File: src/rtl/vid_stream_pkg.sv
package vid_stream_pkg;
  typedef struct packed {
    logic sof;
    logic eol;
  } vs_flags_t;
endpackage

File: src/rtl/vs_input_reg.sv
module vs_input_reg #(
  parameter int DATA_WIDTH = 24
) (
  input  logic                  clk,
  input  logic                  rst,
  input  logic                  ce,
  input  logic [DATA_WIDTH-1:0] data_i,
  input  logic                  de_i,
  input  logic                  vsync_i,
  input  logic                  vblank_i,
  output logic [DATA_WIDTH-1:0] data_o,
  output logic                  de_o,
  output logic                  blank_o
);
  logic vsync_q, vblank_q;

  always_ff @(posedge clk) begin
    if (rst) begin
      data_o   <= '0;
      de_o     <= 1'b0;
      vsync_q  <= 1'b0;
      vblank_q <= 1'b0;
    end else if (ce) begin
      data_o   <= data_i;
      de_o     <= de_i;
      vsync_q  <= vsync_i;
      vblank_q <= vblank_i;
    end
  end

  assign blank_o = vsync_q | vblank_q;
endmodule

File: src/rtl/vs_flag_gen.sv
module vs_flag_gen
  import vid_stream_pkg::*;
#(
  parameter int DATA_WIDTH = 24
) (
  input  logic                  clk,
  input  logic                  rst,
  input  logic                  ce,
  input  logic [DATA_WIDTH-1:0] data_s1,
  input  logic                  de_s1,
  input  logic                  blank_s1,
  output logic [DATA_WIDTH-1:0] data_s2,
  output logic                  de_s2,
  output vs_flags_t             flags_s2
);
  logic blank_s2;
  logic armed;
  logic sof_s2;
  logic de_rise;
  logic blank_fall;

  assign de_rise    = de_s1 & ~de_s2;
  assign blank_fall = blank_s2 & ~blank_s1;

  always_ff @(posedge clk) begin
    if (rst) begin
      data_s2  <= '0;
      de_s2    <= 1'b0;
      blank_s2 <= 1'b0;
      armed    <= 1'b0;
      sof_s2   <= 1'b0;
    end else if (ce) begin
      data_s2  <= data_s1;
      de_s2    <= de_s1;
      blank_s2 <= blank_s1;
      sof_s2   <= de_rise & armed;
      if (blank_fall)   armed <= 1'b1;
      else if (de_rise) armed <= 1'b0;
    end
  end

  always_comb begin
    flags_s2.sof = sof_s2 & de_s2;
    flags_s2.eol = de_s2 & ~de_s1;
  end
endmodule

File: src/rtl/vs_fifo_write.sv
module vs_fifo_write
  import vid_stream_pkg::*;
#(
  parameter int DATA_WIDTH = 24,
  localparam int WORD_W = DATA_WIDTH + 2
) (
  input  logic                  clk,
  input  logic                  rst,
  input  logic                  ce,
  input  logic [DATA_WIDTH-1:0] data_s2,
  input  logic                  de_s2,
  input  vs_flags_t             flags_s2,
  input  logic                  fifo_full,
  output logic                  wr_en,
  output logic [WORD_W-1:0]     wr_data,
  output logic                  overflow
);
  logic due;

  assign due     = ce & de_s2;
  assign wr_en   = due & ~fifo_full;
  assign wr_data = {flags_s2.sof, flags_s2.eol, data_s2};

  always_ff @(posedge clk) begin
    if (rst)                  overflow <= 1'b0;
    else if (due & fifo_full) overflow <= 1'b1;
  end
endmodule

File: src/rtl/vid_stream_flagger.sv
module vid_stream_flagger
  import vid_stream_pkg::*;
#(
  parameter int DATA_WIDTH = 24,
  localparam int WORD_W = DATA_WIDTH + 2
) (
  input  logic                  clk,
  input  logic                  rst,
  input  logic                  ce,
  input  logic [DATA_WIDTH-1:0] vid_data,
  input  logic                  vid_de,
  input  logic                  vid_vsync,
  input  logic                  vid_vblank,
  input  logic                  fifo_full,
  output logic                  fifo_wr_en,
  output logic [WORD_W-1:0]     fifo_wr_data,
  output logic                  overflow
);
  logic [DATA_WIDTH-1:0] data_s1, data_s2;
  logic                  de_s1, de_s2, blank_s1;
  vs_flags_t             flags_s2;

  vs_input_reg #(.DATA_WIDTH(DATA_WIDTH)) u_in (
    .clk(clk), .rst(rst), .ce(ce),
    .data_i(vid_data), .de_i(vid_de), .vsync_i(vid_vsync), .vblank_i(vid_vblank),
    .data_o(data_s1), .de_o(de_s1), .blank_o(blank_s1)
  );

  vs_flag_gen #(.DATA_WIDTH(DATA_WIDTH)) u_flags (
    .clk(clk), .rst(rst), .ce(ce),
    .data_s1(data_s1), .de_s1(de_s1), .blank_s1(blank_s1),
    .data_s2(data_s2), .de_s2(de_s2), .flags_s2(flags_s2)
  );

  vs_fifo_write #(.DATA_WIDTH(DATA_WIDTH)) u_wr (
    .clk(clk), .rst(rst), .ce(ce),
    .data_s2(data_s2), .de_s2(de_s2), .flags_s2(flags_s2),
    .fifo_full(fifo_full),
    .wr_en(fifo_wr_en), .wr_data(fifo_wr_data), .overflow(overflow)
  );
endmodule

File: config.mk
export PLATFORM = sky130hd
export DESIGN_NAME = vid_stream_flagger
export DESIGN_NICKNAME = d
export VERILOG_FILES = /design/src/rtl/vid_stream_pkg.sv /design/src/rtl/vs_input_reg.sv /design/src/rtl/vs_flag_gen.sv /design/src/rtl/vs_fifo_write.sv /design/src/rtl/vid_stream_flagger.sv
export SDC_FILE = /design/constraint.sdc
export NUM_CORES = 1
export LEC_CHECK = 0
export BUFFER_PORTS_ARGS = -buffer_cell sky130_fd_sc_hd__buf_2
export CAP_MARGIN = 25
export CORE_MARGIN = 2
export CORE_UTILIZATION = 50
export DETAILED_ROUTE_END_ITERATION = 6
export GPL_ROUTABILITY_DRIVEN = 0
export PLACE_DENSITY = 0.75
export SLEW_MARGIN = 20
export SYNTH_ARGS = -nofsm -noshare
export SYNTH_HDL_FRONTEND = slang
export SYNTH_SLANG_ARGS = --single-unit
File: constraint.sdc
create_clock -name clk -period 1.1 [get_ports clk]
set_clock_uncertainty 0.15 [all_clocks]
set_input_delay 0.165 -clock clk [delete_from_list [all_inputs] [get_ports clk]]
set_output_delay 0.165 -clock clk [all_outputs]
set_load 0.03 [all_outputs]
-- Word level (Yosys, flattened, before mapping)
Index checks and enable logic that the tools add are counted.
- muxes and demuxes: 2
- bitwise logic cells: 13
- reductions and logical operators: 2
- operators with widths (kind ; count):
    bitwise AND 1 bit ; 8
    NOT 1 bit ; 4
    2-to-1 mux 1 bit ; 2
    AND reduction 2 bit ; 1
    nonzero test 2 bit ; 1
    bitwise OR 1 bit ; 1
- register bits: 56
- logic and storage cells: 27

-- Longest topological paths before layout
- depth in word-level cells: 5
- depth in mapped cells: 4

-- By module
Synthesis repeated with hierarchy kept, for this count alone.
- cells, all modules: 215
- area, all modules: 2290.9 sq um
- modules (own cells, without submodules) (module ; times used ; cells an instance ; area an instance (sq um)):
    vs_flag_gen ; 1 ; 96 ; 1073.5
    vs_input_reg ; 1 ; 88 ; 984.7
    vs_fifo_write ; 1 ; 31 ; 232.7

-- Least setup slack after synthesis
No wires, ideal clock.
- path kind: input-to-output
- start: input ce
- end: output fifo_wr_en
- data arrival time: 0.941 ns
- required time: 0.785 ns
- slack: -0.156 ns
- stages on the path: 4
- path buffers: 2
- cell sequence: buf_4 buf_4 nand2_1 nor2_1
- longest elaborated chain between the ends: 2
- RTL lines (element ; RTL line ; text):
    from (decl) ; vid_stream_flagger.sv:9 ; input logic ce,
    bitwise AND 1 bit ; vs_fifo_write.sv:20 ; assign due = ce & de_s2;
    bitwise AND 1 bit ; vs_fifo_write.sv:21 ; assign wr_en = due & ~fifo_full;
    to (decl) ; vid_stream_flagger.sv:15 ; output logic fifo_wr_en,
No other way between the ends.

-- Worst setup path in the final report
- start: register u_flags.de_s2
- end: output fifo_wr_en
- longest elaborated chain between the ends: 2
- RTL lines (element ; RTL line ; text):
    from (decl) ; vs_flag_gen.sv:13 ; output logic de_s2,
    from (signal assigned) ; vs_flag_gen.sv:34 ; de_s2 <= de_s1;
    bitwise AND 1 bit ; vs_fifo_write.sv:20 ;
    bitwise AND 1 bit ; vs_fifo_write.sv:21 ;
No other way between the ends.

==> reports/results.ini <==
[logic_synthesis]
synth_nets=220
synth_top_area_share_pct=55.04
synth_cell_types=19
yosys_register_bits=56
yosys.area.top_type=dfxtp_1
syn-instance-count=189
yosys-top-cells-area=dfxtp_1 (55%), mux2i_1 (26%), nor2_1 (10%), buf_6 (2.2%), buf_2 (1.5%)
seq_area_frac_synth_pct=55.04
syn_avg_cell_area_sq_um=10.78
synth_warnings=0
syn_area_sq_um=2037

[critical_path]
required_ns=0.78
cp.arrival_ns=0.96
end_kind=output port
reg2reg_slack_ns=-0.04
crit_start=u_flags.de_s2
crit_type=reg2out
start_kind=register
r2r-start=u_flags.de_s2
crit_fanout=5

[grt]
grt_max_degree=28
grt_pass1_vias=1539
grt_overflow=0
grt_first_pass_wirelength_um=6699
antenna_found_initial=0
gr-usage-all-layers_pct=19.61

[drt]
drc=0
totalWireLength_um=4163
routedWlPerCell_um=12.54
dr.first_iter.drc_count=66
drtPass1Iterations=4
vias=1600
antenna_left=0
vias_per_cell=4.819

[pwr]
p_int_mw=2.993
switching_power_uw=907.4
p_per_area_nw_per_um2=1298
clkPwrFrac_pct=29.6
power_leakage_nw=1.425
comb_power_share_pct=14.3
ir_drop_uv=855.8
p_sw_share_pct=23.27
seqPwrFrac_pct=56.0

[sta]
worst_pin_slew_ns=0.2951
final.setup.tns_ns=-0.5543
slew_headroom_pct=80.05
rsz0062_at_grt=true
max_freq_ghz=0.7821
min_period_ns=1.279
finalHoldViolCount=0
setup_viol=5
maxSlewViolCount=0
postLayoutSetupSlackWorst_ns=-0.1786
fin_crit_sh_pct=116.2

[clock_tree]
clock_tree.htree_level_count=2
clkTransAtPathRegs_ns=0.09
cts_tree=done
clk_latency_ns=0.30
clock-sinks=56
clk_path_buf_depth=2
cts_buffers=5
root_buffer=clkbuf_8

[finish]
final_core_util_pct=75.68
fin_cells=332
antenna_cells=0
syn2layout_area_growth_pct=47.54
nets=313
drive_above_1_share_pct=38.65

[min_path]
hold_class=in2reg
min-delay-start=fifo_full

[run]
maxCapViolations=0

[floorplanning]
die_area_sq_um=4600
chipWidth_um=67.83
core_area_sq_um=3971
die_y_um=67.83
ioPinCount=59
initial_core_util_pct=51.29
fp-row-count=23

[outcome]
violations=negative setup slack
status=finished with violations

[placed_design]
portBuffers=58
place_inst=296
dp_hpwl_um=2548

## Yosys cell counts, drive strengths merged
master  instances
nor2           56
a31oi           1
mux2i          52
a32o            1
a211oi          1
inv             1
dfxtp          56
nand3b          1
and2            1
nand2           1
a21oi           1
buf            13
nor2b           1
nand4b          1
nand2b          1
nor4b           1
## worst paths after layout
check / depth (start not counted) / end
setup / recovery: 3 / fifo_wr_en
hold / removal: 3 / u_wr.overflow
setup reg to reg: 3 / u_flags.armed
hold reg to reg: 2 / u_flags.sof_s2
## repair_timing
| item | CTS | global route |
|---|---|---|
| gates cloned | 0 | 0 |
| pin swaps | 1 | 0 |
| setup buffers | 1 | 1 |
| resized for setup | 85 | 1 |
| hold buffers | 27 | 0 |
| endpoints found under the hold margin | 28 | 0 |
| setup endpoints to repair | 28 | 28 |
## power groups by stage
stage                     Clock (mW)  Sequential [mW]  Combinational [mW]
after CTS                       1.20             2.18               0.557
after floorplan                    0             2.27               0.247
after global routing            1.26             2.20               0.609
final                           1.16             2.19               0.559
after detailed placement           0             2.22               0.441
after global placement             0             2.22               0.433
## critical path, cell delays in order (launching register included)
cell	delay (ns)
dfxtp_4	0.38
nand2_2	0.06
nor2_2	0.09
buf_6	0.14
## cells in the final DEF, fill, tap and decap left out, types with 2 or more instances in the layout
cell,n
nor2_1,55
mux2i_1,52
buf_2,30
dfxtp_1,29
buf_6,28
dlygate4sd3_1,27
dfxtp_2,26
buf_4,12
clkbuf_8,7
buf_12,2
## state kept, by name (all words and copies together), names as in the netlist
signal            flops
u_flags.data_s2      24
u_in.data_o          24
u_flags.armed         1
u_flags.blank_s2      1
u_flags.de_s2         1
u_flags.sof_s2        1
u_in.de_o             1
u_in.vblank_q         1
u_in.vsync_q          1
u_wr.overflow         1
## cell families (layout without fill, tap and decap cells)
group | count (synthesis) | in the layout | synth area share (%)
flops | 56 | 56 | 55.04
buf+inv | 14 | 107 | 5.343
compound gates | 4 | 4 | 1.413
simple gates | 63 | 63 | 12.65
mux | 52 | 52 | 25.55
## area by class of cell
class                   count  area (sq um)
inverters                   1         3.754
repair buffers             99         865.8
multi-input cells         119         819.5
flip-flops and latches     56          1157
fillers                   267         965.9
well taps                  50         62.56
clock buffers               7         96.34
## routing by layer
layer,vias to the layer above,GRT usage (%),share of wire (%)
li1,809,-,-
met1,730,22.92,44
met2,47,31.99,48
met3,14,5.428,4.9
met4,0,12.00,3.3
met5,-,0,0
## through the flow
| step | hold WS (ns) | instance area [sq um] | setup slack, ns | total power, mW |
|---|---|---|---|---|
| 6_report | 0.01049 | 3005 | -0.1786 | 3.900 |
| 3_3_place_gp | 0.2494 | 2405 | -0.03010 | 2.648 |
| 4_1_cts | -0.01278 | 2997 | -0.1769 | 3.940 |
| 2_1_floorplan | 0.1622 | 2042 | -0.03310 | 2.518 |
| 3_5_place_dp | 0.2572 | 2405 | -0.03407 | 2.659 |
| 5_1_grt | 0.05916 | 3005 | -0.2229 | 4.063 |
(Power assumes the default switching activity.)
